==> src/rtl/chrono_pkg.sv <==
package chrono_pkg;
   localparam int unsigned NUM_STAGES = 4;
   localparam int unsigned DIGIT_W    = 4;
   localparam int unsigned PAIR_W     = 2 * DIGIT_W;
   localparam int unsigned STG_HUND   = 0;
   localparam int unsigned STG_SEC    = 1;
   localparam int unsigned STG_MIN    = 2;
   localparam int unsigned STG_HR     = 3;
   typedef logic [PAIR_W-1:0] bcd_pair_t;
endpackage

==> src/rtl/chrono_bcd_stage.sv <==
module chrono_bcd_stage
   import chrono_pkg::*;
#(
   parameter int unsigned MODULUS = 60
) (
   input  logic      clk,
   input  logic      rst,
   input  logic      en_i,
   output bcd_pair_t value_o,
   output logic      carry_o
);
   localparam logic [DIGIT_W-1:0] TOP_LO = DIGIT_W'((MODULUS - 1) % 10);
   localparam logic [DIGIT_W-1:0] TOP_HI = DIGIT_W'((MODULUS - 1) / 10);

   logic [DIGIT_W-1:0] lo_q;
   logic [DIGIT_W-1:0] hi_q;
   logic               at_top;

   generate
      if (MODULUS < 2 || MODULUS > 100) begin : g_bad_modulus
         $error("chrono_bcd_stage: MODULUS must lie in 2..100");
      end

      if (MODULUS <= 10) begin : g_one_digit
         assign hi_q   = '0;
         assign at_top = (lo_q == TOP_LO);
         always_ff @(posedge clk) begin
            if (rst) begin
               lo_q <= '0;
            end else if (en_i) begin
               lo_q <= at_top ? '0 : lo_q + 1'b1;
            end
         end
      end else begin : g_two_digit
         logic [DIGIT_W-1:0] hi_r;
         assign hi_q   = hi_r;
         assign at_top = (lo_q == TOP_LO) && (hi_r == TOP_HI);
         always_ff @(posedge clk) begin
            if (rst) begin
               lo_q <= '0;
               hi_r <= '0;
            end else if (en_i) begin
               if (at_top) begin
                  lo_q <= '0;
                  hi_r <= '0;
               end else if (lo_q == DIGIT_W'(9)) begin
                  lo_q <= '0;
                  hi_r <= hi_r + 1'b1;
               end else begin
                  lo_q <= lo_q + 1'b1;
               end
            end
         end
      end
   endgenerate

   assign value_o = {hi_q, lo_q};
   assign carry_o = en_i & at_top;
endmodule

==> src/rtl/chrono_wrap_flags.sv <==
module chrono_wrap_flags #(
   parameter int unsigned N = 4
) (
   input  logic         clk,
   input  logic         rst,
   input  logic [N-1:0] carry_i,
   output logic [N-1:0] flags_o
);
   generate
      if (N < 1) begin : g_bad_n
         $error("chrono_wrap_flags: N must be at least 1");
      end
   endgenerate

   always_ff @(posedge clk) begin
      if (rst) flags_o <= '0;
      else     flags_o <= flags_o | carry_i;
   end
endmodule

==> src/rtl/chrono_out_pol.sv <==
module chrono_out_pol #(
   parameter int unsigned W = 8
) (
   input  logic         active_low_i,
   input  logic [W-1:0] d_i,
   output logic [W-1:0] q_o
);
   generate
      if (W < 1) begin : g_bad_w
         $error("chrono_out_pol: W must be at least 1");
      end
   endgenerate

   assign q_o = d_i ^ {W{active_low_i}};
endmodule

==> src/rtl/chrono_chain.sv <==
module chrono_chain
   import chrono_pkg::*;
#(
   parameter int unsigned HUND_MOD = 100,
   parameter int unsigned SEC_MOD  = 60,
   parameter int unsigned MIN_MOD  = 60,
   parameter int unsigned HR_MOD   = 24
) (
   input  logic       clk,
   input  logic       rst,
   input  logic       tick_i,
   input  logic       active_low_i,
   output logic [7:0] hund_o,
   output logic [7:0] sec_o,
   output logic [7:0] min_o,
   output logic [7:0] hr_o,
   output logic [3:0] wrapped_o
);
   localparam int unsigned BUS_W = NUM_STAGES * PAIR_W + NUM_STAGES;

   function automatic int unsigned mod_of(input int unsigned k);
      case (k)
         STG_HUND: return HUND_MOD;
         STG_SEC:  return SEC_MOD;
         STG_MIN:  return MIN_MOD;
         default:  return HR_MOD;
      endcase
   endfunction

   logic [NUM_STAGES-1:0]             stage_en;
   logic [NUM_STAGES-1:0]             stage_carry;
   logic [NUM_STAGES-1:0][PAIR_W-1:0] raw_val;
   logic [NUM_STAGES-1:0]             raw_wrap;
   logic [BUS_W-1:0]                  pol_bus;

   assign stage_en = {stage_carry[NUM_STAGES-2:0], tick_i};

   generate
      for (genvar g = 0; g < NUM_STAGES; g++) begin : g_stage
         chrono_bcd_stage #(.MODULUS(mod_of(g))) u_stg (
            .clk     (clk),
            .rst     (rst),
            .en_i    (stage_en[g]),
            .value_o (raw_val[g]),
            .carry_o (stage_carry[g])
         );
      end
   endgenerate

   chrono_wrap_flags #(.N(NUM_STAGES)) u_flags (
      .clk     (clk),
      .rst     (rst),
      .carry_i (stage_carry),
      .flags_o (raw_wrap)
   );

   chrono_out_pol #(.W(BUS_W)) u_pol (
      .active_low_i (active_low_i),
      .d_i          ({raw_wrap, raw_val}),
      .q_o          (pol_bus)
   );

   assign hund_o    = pol_bus[STG_HUND*PAIR_W +: PAIR_W];
   assign sec_o     = pol_bus[STG_SEC*PAIR_W  +: PAIR_W];
   assign min_o     = pol_bus[STG_MIN*PAIR_W  +: PAIR_W];
   assign hr_o      = pol_bus[STG_HR*PAIR_W   +: PAIR_W];
   assign wrapped_o = pol_bus[BUS_W-1 -: NUM_STAGES];
endmodule

==> config.mk <==
export PLATFORM = sky130hd
export DESIGN_NAME = chrono_chain
export DESIGN_NICKNAME = d
export VERILOG_FILES = /design/src/rtl/chrono_pkg.sv /design/src/rtl/chrono_bcd_stage.sv /design/src/rtl/chrono_wrap_flags.sv /design/src/rtl/chrono_out_pol.sv /design/src/rtl/chrono_chain.sv
export SDC_FILE = /design/constraint.sdc
export NUM_CORES = 1
export LEC_CHECK = 0
export BUFFER_PORTS_ARGS = -buffer_cell sky130_fd_sc_hd__buf_2
export CAP_MARGIN = 20
export CORE_MARGIN = 4
export CORE_UTILIZATION = 39
export CTS_CLUSTER_DIAMETER = 40
export CTS_CLUSTER_SIZE = 40
export DETAILED_ROUTE_END_ITERATION = 8
export HOLD_SLACK_MARGIN = 0.02
export SETUP_SLACK_MARGIN = 0.05
export SYNTH_ARGS = -nofsm -noshare
export SYNTH_HDL_FRONTEND = slang
export SYNTH_HIERARCHICAL = 1
export SYNTH_SLANG_ARGS = --single-unit
==> constraint.sdc <==
create_clock -name clk -period 9.6 [get_ports clk]
set_input_delay 0.48 -clock clk [delete_from_list [all_inputs] [get_ports clk]]
set_output_delay 0.48 -clock clk [all_outputs]
set_load 0.01 [all_outputs]
# Word-level counts from Yosys, hierarchy flattened
# Cells that the tools add are included.
# classes
add_sub_neg	8
eq_ne	9
mux	16
bitwise	6
reduce_logical	12
# ops
op	n
4-bit 2-to-1 mux	16
36-bit bitwise XOR	1
4-bit by 1-bit adder with 4-bit output, second input constant	8
4-bit equality test, second input constant	5
4-bit by 2-bit equality test with 1-bit output, second input constant	2
4-bit by 3-bit equality test with 1-bit output, second input constant	2
2-bit AND reduction	4
2-bit nonzero test	4
1-bit bitwise AND	4
1-bit logical AND	4
4-bit OR	1
# totals
regBits	36
input_bits	4
output_inout_bits	36
wordCells	60

# Depth between registers and ports, before layout
# Gate-level depths: netlist of run 1.
# logic_depth
word_depth	7
depth_mapped	12
ltp_nobuf	11

# Cells and area by module
# The synthesis of run 1 kept the hierarchy.
# by_module_without_submodules
mod	n_inst	cells_each	area_each_um2	seq_area_each_um2
chrono_bcd_stage (g_stage[1].u_stg ...)	2	51	434.2	160.2
chrono_bcd_stage (g_stage[3].u_stg)	1	49	440.4	160.2
chrono_bcd_stage (g_stage[0].u_stg)	1	49	430.4	160.2
chrono_out_pol	1	40	386.6	0.0
chrono_wrap_flags	1	8	120.1	80.1

# Worst setup path after synthesis of run 1
# Ideal clock, no wire load.
# synth_path
kind	register -> register
startpoint	reg g_stage[0].u_stg.g_two_digit.hi_r[0]
endpoint	reg g_stage[3].u_stg.g_two_digit.hi_r[3]
setup_ps	70
t_arrival_ps	3272
t_required_ps	9530
path_slack_ps	6258
stages_incl_launch_ff	12
n_path_buf	1
synth_period_minus_slack_ps	3342
cell_sequence	dfxtp_1 > ha_1 > nand3b_1 > nor3_1 > nand4b_2 > nor3_1 > nand4b_2 > nor3_1 > buf_4 > nand4b_1 > or3_1 > a21oi_1
# synth_between
elab_chain_cells	6
# synth_lines
item	line_no	source
from (decl)	chrono_bcd_stage.sv:35	logic [DIGIT_W-1:0] hi_r;
from (signal assigned)	chrono_bcd_stage.sv:48	hi_r <= hi_r + 1'b1;
4-bit equality test	chrono_bcd_stage.sv:37	assign at_top = (lo_q == TOP_LO) && (hi_r == TOP_HI);
1-bit logical AND	chrono_bcd_stage.sv:37	
1-bit bitwise AND	chrono_bcd_stage.sv:58	assign carry_o = en_i & at_top;
via stage_carry[0]	chrono_chain.sv:31	logic [NUM_STAGES-1:0] stage_carry;
1-bit bitwise AND	chrono_bcd_stage.sv:58	
via stage_carry[1]	chrono_chain.sv:31	
1-bit bitwise AND	chrono_bcd_stage.sv:58	
via stage_carry[2]	chrono_chain.sv:31	
2-bit AND reduction (no line)	-	
to (signal assigned)	chrono_bcd_stage.sv:48	
to (decl)	chrono_bcd_stage.sv:35	
# The timed path passes the listed nets, and every way through them passes these cells.
# A chain may end at the register's enable or synchronous reset.

# Final worst setup path of run 1
# Same ends and word-level chain as after synthesis.

==> qor.txt, run 1 <==
CTS tree: done
crit path launch type: flip-flop
final setup vio count: 0
IO Pins: 40
WHS Endpoint: u_flags/flags_o[3]
Total Power: 0.000364 W
Post-Syn Nets: 262
clock latency on the worst-skew pair: 0.28 ns
Worst setup EP type: flip-flop
Reg-to-Reg End: g_stage[3].u_stg/g_two_digit.hi_r[3]
CP cell instances: ha_1 > nand3b_1 > nor3_1 > nand4b_2 > nor3_1 > nand4b_2 > nor3_1 > nand4b_1 > or3_1 > a21oi_1
Worst-path clk slew: 0.07 ns
TritonCTS Sinks: 36
vias in the first global route: 1719
Layout area overhead: 14.9%
wire per inst: 12.5 um
r2r setup slk: 5.13 ns
combinational share of power: 0.076
WS Path Type: flip-flop to flip-flop
total routed wirelength: 4420 um
switch share: 0.201
hold path depth: 1
Static Leakage: 1.17 nW
Fin. Hold Viols: 0
# DRC: 0
kind of cell adding the most delay to the critical path: simple AND/OR/NAND/NOR gates
initial antenna violation count: 0
clock share of power: 0.506
largest net degree at the start of global routing: 43
Max IR drop VDD: 0.0785 mV
number of H-tree levels: 2
Syn Area/Cell: 9.06 um^2
final slew viol count: 0
Post-DP Area: 2420 um^2
Slew HR: 0.338
number of routed nets with antenna violations: 0
PD cells: 141 nW/um^2
yosys warns: 6
Worst R2R Path Depth: 10
worst slew pin tran: 0.993 ns
Buf/Inv on CP: 0
Hold Startpoint: u_flags/flags_o[3]
DR iter-0 viols: 59
commonest non-fill, non-tap cells in the layout: xor2_1 (40), buf_2 (39), dfxtp_1 (36)
post-DP HPWL: 3010 um
diode count: 0
commonest non-fill, non-tap cell in the layout: xor2_1
PortBufs: 39
WP data arrival: 4.68 ns
sw power: 0.0000730 W
non-filler cells, final: 355
Max Clock Skew: 0.00356 ns
share of layout cells above drive strength 1: 0.184
Core ar.: 5540 um^2
cell mode on critical path: nor3_1
router iterations before antenna repair: 4
RSZ-0062 raised after global routing: no
Min Clock Period, post-route: 4.47 ns
Final Cell Area: 2580 um^2
Final period util: 0.465
Slowest Stage Delay on Critical Path: 0.84 ns
Critical Path RT: 9.81 ns
Synth cell types: 41
first-pass GRT wire length: 7600 um
Post-CTS Setup Repair Bufs: 0
full die area: 7040 um^2
total track usage: 0.128
initial core utilization: 0.405
Hold Buf Count CTS: 0
clock tree buffer depth: 2
Die Ht: 83.9 um
CTS Root Cell: clkbuf_8
Vias: 1823
Synth Register Bits: 36
sequential share of power: 0.418
sequential cell area fraction in the yosys report: 0.321
TritonCTS Buffers: 5
Int Power: 0.000291 W
Post-CTS Resized: 0
die span in x: 83.9 um
max_cap viols: 0
Critical R2R Launch: g_stage[0].u_stg/g_two_digit.hi_r[0]
gr ovfl total: 0
Hold Crit Class: flip-flop to flip-flop
fin nets: 296
Cells after Synth: 248
status: finished clean
synthesized area: 2250 um^2
post-route setup TNS: 0 ns
Placed Cells: 347
via/cell ratio: 5.14
Final GP Congestion: 0.796
slowest cell on the critical path: nor3_1
row count: 27
Fmax: 224 MHz
CP Max Fanout: 10
kinds of logic (layout without fill, tap and decap cells):
kind of cell    Yosys count  in the layout  share of synthesized area
flops                    36             36                      0.321
xor+xnor                 43             43                      0.168
simple gates             82             82                      0.238
fa+ha+maj                10             10                     0.0557
mux                       1              1                    0.00446
buf+inv                  27             62                     0.0741
compound gates           49             49                      0.139
registers in the layout, summed over array words and instances, names as in the netlist:
name,flops
u_flags/flags_o,4
g_stage.u_stg/lo_q,16
g_stage.u_stg/g_two_digit.hi_r,16
synthesized netlist by cell type:
master	n	area, um^2
o211ai_1	4	30.0
nand3_1	9	45.0
o41ai_1	2	17.5
o21ai_0	15	75.1
buf_2	4	20.0
nand2_1	10	37.5
clkbuf_1	3	11.3
buf_12	3	60.1
ha_1	10	125
xnor2_1	3	26.3
a21oi_1	16	80.1
and3b_1	1	8.76
nor3_1	3	15.0
mux2i_1	1	10.0
inv_1	15	56.3
buf_4	1	7.51
a31oi_1	1	6.26
and4b_1	5	50.1
xor2_1	40	350
nand2b_1	2	12.5
nor2_1	12	45.0
nand4b_2	2	30.0
o21ba_1	4	40.0
o32ai_1	2	17.5
or4_4	1	11.3
o311ai_1	2	17.5
or2_2	1	6.26
or4_1	2	15.0
buf_6	1	11.3
nand4_1	5	31.3
nand3b_1	4	30.0
nor2b_1	8	50.1
nor4b_1	1	8.76
or3_1	7	43.8
dfxtp_1	36	721
nor3b_1	3	22.5
a32o_1	2	20.0
nand4b_1	1	8.76
nand4b_4	1	23.8
o31ai_1	1	7.51
or4b_1	4	40.0
metal layers:
metal,track usage,vias up,share of wire
met4,0.0439,0,0.013
met5,0,-,0
met2,0.213,25,0.47
met3,0.0336,7,0.039
met1,0.159,839,0.48
li1,-,952,-
worst max-delay path by stage:
| stage | depth (start not counted) | startpoint | end |
|---|---|---|---|
| after floorplan | 11 | g_stage[0].u_stg/g_two_digit.hi_r[0] | g_stage[3].u_stg/g_two_digit.hi_r[3] |
| after global placement | 10 | tick_i | g_stage[3].u_stg/g_two_digit.hi_r[3] |
| after detailed placement | 10 | tick_i | g_stage[3].u_stg/g_two_digit.hi_r[3] |
| after CTS | 10 | g_stage[0].u_stg/g_two_digit.hi_r[0] | g_stage[3].u_stg/g_two_digit.hi_r[3] |
| after global routing | 10 | g_stage[0].u_stg/g_two_digit.hi_r[0] | g_stage[3].u_stg/g_two_digit.hi_r[3] |
| final | 10 | g_stage[0].u_stg/g_two_digit.hi_r[0] | g_stage[3].u_stg/g_two_digit.hi_r[3] |
through the flow:
stage	hold slack, ns	util	worst slack [ns]
global placement	0.469	0.437	5.27
finish	0.488	0.466	5.13
global route	0.507	0.466	4.59
floorplan	0.455	-	6.26
detailed placement	0.474	0.437	5.07
CTS	0.494	0.466	5.17
power by group through the flow:
stage / combinational, W / sequential [W] / clock [W]
after floorplan: 0.0000214 / 0.000155 / 0
after global placement: 0.0000281 / 0.000156 / 0
after detailed placement: 0.0000283 / 0.000156 / 0
after CTS: 0.0000285 / 0.000152 / 0.000189
after global routing: 0.0000309 / 0.000152 / 0.000195
final: 0.0000278 / 0.000152 / 0.000184
cell type report:
class,count,area (um^2)
tap,72,90.1
clock inverter,3,90.1
fill,575,2960
clock buffer,5,68.8
inverter,15,56.3
timing repair buffer,39,195
multi-input combinational,185,1360
sequential,36,721
(Power assumes the default switching activity.)
==> run 2: changes to the inputs <==
==> constraint.sdc (replaced) <==
create_clock -name clk -period 4.62 [get_ports clk]
set_input_delay 0.231 -clock clk [delete_from_list [all_inputs] [get_ports clk]]
set_output_delay 0.231 -clock clk [all_outputs]
set_load 0.01 [all_outputs]
==> run 2 against run 1 <==
- register-to-register slack got worse by 4.4 ns
- sequential power increased by 110%
- via count increased by 0.93%
- first-iteration DRC count increased by 54%
- core utilization decreased by 1.1 points
- cell count increased by 0.28%
- clock power increased by 24%
- combinational power increased by 100%
- routed wire length decreased by 2.2%
==> qor.txt, run 2 (synthesis results as in run 1) <==
WHS Endpoint: g_stage[0].u_stg/lo_q[0]
Fmax: 258 MHz (+15%)
kind of cell adding the most delay to the critical path: simple AND/OR/NAND/NOR gates
worst slew pin tran: 0.951 ns (-0.0422 ns)
Post-CTS Setup Repair Bufs: 0 (unchanged)
final slew viol count: 0 (unchanged)
Reg-to-Reg End: g_stage[3].u_stg/g_two_digit.hi_r[3]
Layout area overhead: 12.1%
Static Leakage: 1.14 nW (-2.3%)
Buf/Inv on CP: 1 (+1)
r2r setup slk: 0.74 ns (-4.40 ns)
RSZ-0062 raised after global routing: no
commonest non-fill, non-tap cell in the layout: xor2_1
die span in x: 83.9 um (unchanged)
Post-DP Area: 2430 um^2 (+0.31%)
slowest cell on the critical path: nor3_1
TritonCTS Buffers: 5 (unchanged)
Worst-path clk slew: 0.07 ns (about the same)
Hold Buf Count CTS: 0 (unchanged)
Min Clock Period, post-route: 3.88 ns (-0.584 ns)
post-route setup TNS: 0 ns (unchanged)
Hold Crit Class: input port to flip-flop
PD cells: 239 nW/um^2 (+69%)
TritonCTS Sinks: 36 (unchanged)
Final Cell Area: 2520 um^2 (-2.4%)
via/cell ratio: 5.17 (+0.65%)
DR iter-0 viols: 91 (+54%)
CP Max Fanout: 10 (unchanged)
Fin. Hold Viols: 0 (unchanged)
vias in the first global route: 1690 (-1.7%)
# DRC: 0 (unchanged)
M1 GR Usage: 0.152 (-0.00686)
Vias: 1840 (+0.93%)
fin nets: 297 (+0.34%)
Slew HR: 0.366 (+0.0281)
Max IR drop VDD: 0.133 mV (+69%)
IO Pins: 40 (unchanged)
gr ovfl total: 0 (unchanged)
Core ar.: 5540 um^2 (unchanged)
share of layout cells above drive strength 1: 0.180 (-0.00417)
Final GP Congestion: 0.825 (+3.6%)
PortBufs: 39 (unchanged)
CP cell instances: ha_1 > nand3b_1 > nor3_1 > nand4b_2 > nor3_1 > nand4b_2 > nor3_1 > buf_4 > nand4b_1 > or3_1 > a21oi_1
Final period util: 0.840 (+0.375)
status: finished clean
CTS Root Cell: clkbuf_8
grt met2 use: 0.209 (-0.00434)
initial antenna violation count: 0 (unchanged)
post-DP HPWL: 2990 um (-0.67%)
final setup vio count: 0 (unchanged)
Slowest Stage Delay on Critical Path: 0.66 ns (-0.18 ns)
clock tree buffer depth: 2 (unchanged)
Die Ht: 83.9 um (unchanged)
Regs by FF count: g_stage.u_stg/g_two_digit.hi_r x16, g_stage.u_stg/lo_q x16, u_flags/flags_o x4
largest net degree at the start of global routing: 43 (unchanged)
grt met3 use: 0.0336 (unchanged)
Critical Path RT: 4.83 ns (-4.98 ns)
cell mode on critical path: nor3_1
first-pass GRT wire length: 7450 um (-2.0%)
Hold Startpoint: tick_i
wire per inst: 12.1 um (-2.5%)
full die area: 7040 um^2 (unchanged)
Worst R2R Path Depth: 11 (+1)
Post-CTS Resized: 0 (unchanged)
clock latency on the worst-skew pair: 0.29 ns (about the same)
row count: 27 (unchanged)
initial core utilization: 0.405 (unchanged)
max_cap viols: 0 (unchanged)
layer with the highest usage: met2
crit path launch type: flip-flop
router iterations before antenna repair: 4 (unchanged)
Max Clock Skew: 0.00375 ns (+0.000191 ns)
WS Path Type: flip-flop to flip-flop
Hold WS: 0.284 ns (-0.204 ns)
Worst setup EP type: flip-flop
total routed wirelength: 4330 um (-2.2%)
Critical R2R Launch: g_stage[0].u_stg/g_two_digit.hi_r[0]
commonest non-fill, non-tap cells in the layout: xor2_1 (40), buf_2 (39), dfxtp_1 (36)
WP data arrival: 4.10 ns (-0.58 ns)
diode count: 0 (unchanged)
number of H-tree levels: 2 (unchanged)
total track usage: 0.125 (-0.00294)
number of routed nets with antenna violations: 0 (unchanged)
hold path depth: 3 (+2)
CTS tree: done
==> run 2: area by class of cell <==
type	count	area, um^2
fill	586	3020
multi-input combinational	185	1360
sequential	36	721
timing repair buffer	40	203
clock buffer	8	90.1
tap	72	90.1
inverter	15	56.3
==> run 2: worst max path at each step <==
stage	startpoint	endpoint	slack, ns	depth (start not counted)
2_1_floorplan	g_stage[0].u_stg/g_two_digit.hi_r[0]	g_stage[3].u_stg/g_two_digit.hi_r[3]	1.28	11
3_3_place_gp	g_stage[0].u_stg/g_two_digit.hi_r[0]	g_stage[3].u_stg/g_two_digit.hi_r[3]	0.91	11
3_5_place_dp	g_stage[0].u_stg/g_two_digit.hi_r[0]	g_stage[3].u_stg/g_two_digit.hi_r[3]	0.80	11
4_1_cts	g_stage[0].u_stg/g_two_digit.hi_r[0]	g_stage[3].u_stg/g_two_digit.hi_r[3]	0.76	11
5_1_grt	g_stage[0].u_stg/g_two_digit.hi_r[0]	g_stage[3].u_stg/g_two_digit.hi_r[3]	0.27	11
6_report	g_stage[0].u_stg/g_two_digit.hi_r[0]	g_stage[3].u_stg/g_two_digit.hi_r[3]	0.74	11
==> run 2: report_power, final <==
part           switching (W)  total (W)  leakage (nW)  internal, W
clock network       0.000107   0.000229        0.0455     0.000122
registers         0.00000448   0.000316         0.290     0.000312
logic              0.0000340  0.0000569         0.803    0.0000230
==> run 2: routing by layer <==
metal  share of wire  routed length [um]  up-vias
met1            0.48                2060      862
met2            0.47                2020       27
met5               0                   0        -
li1                -                   -      944
met3           0.045                 194        7
met4           0.013                  57        0
==> run 2: metrics by stage <==
step                utilization  worst slack, ns  cells  total power [W]
floorplan                     -             1.28    248         0.000366
global placement          0.438            0.914    348         0.000382
detailed placement        0.438            0.803    348         0.000382
CTS                       0.455            0.763    356         0.000613
global route              0.455            0.273    356         0.000633
finish                    0.455            0.738    356         0.000602
==> run 2: tightest hold or removal path, cell delays in order <==
cell and delay (ns):
buf_2 0.15, xnor2_1 0.07, nor2_1 0.08
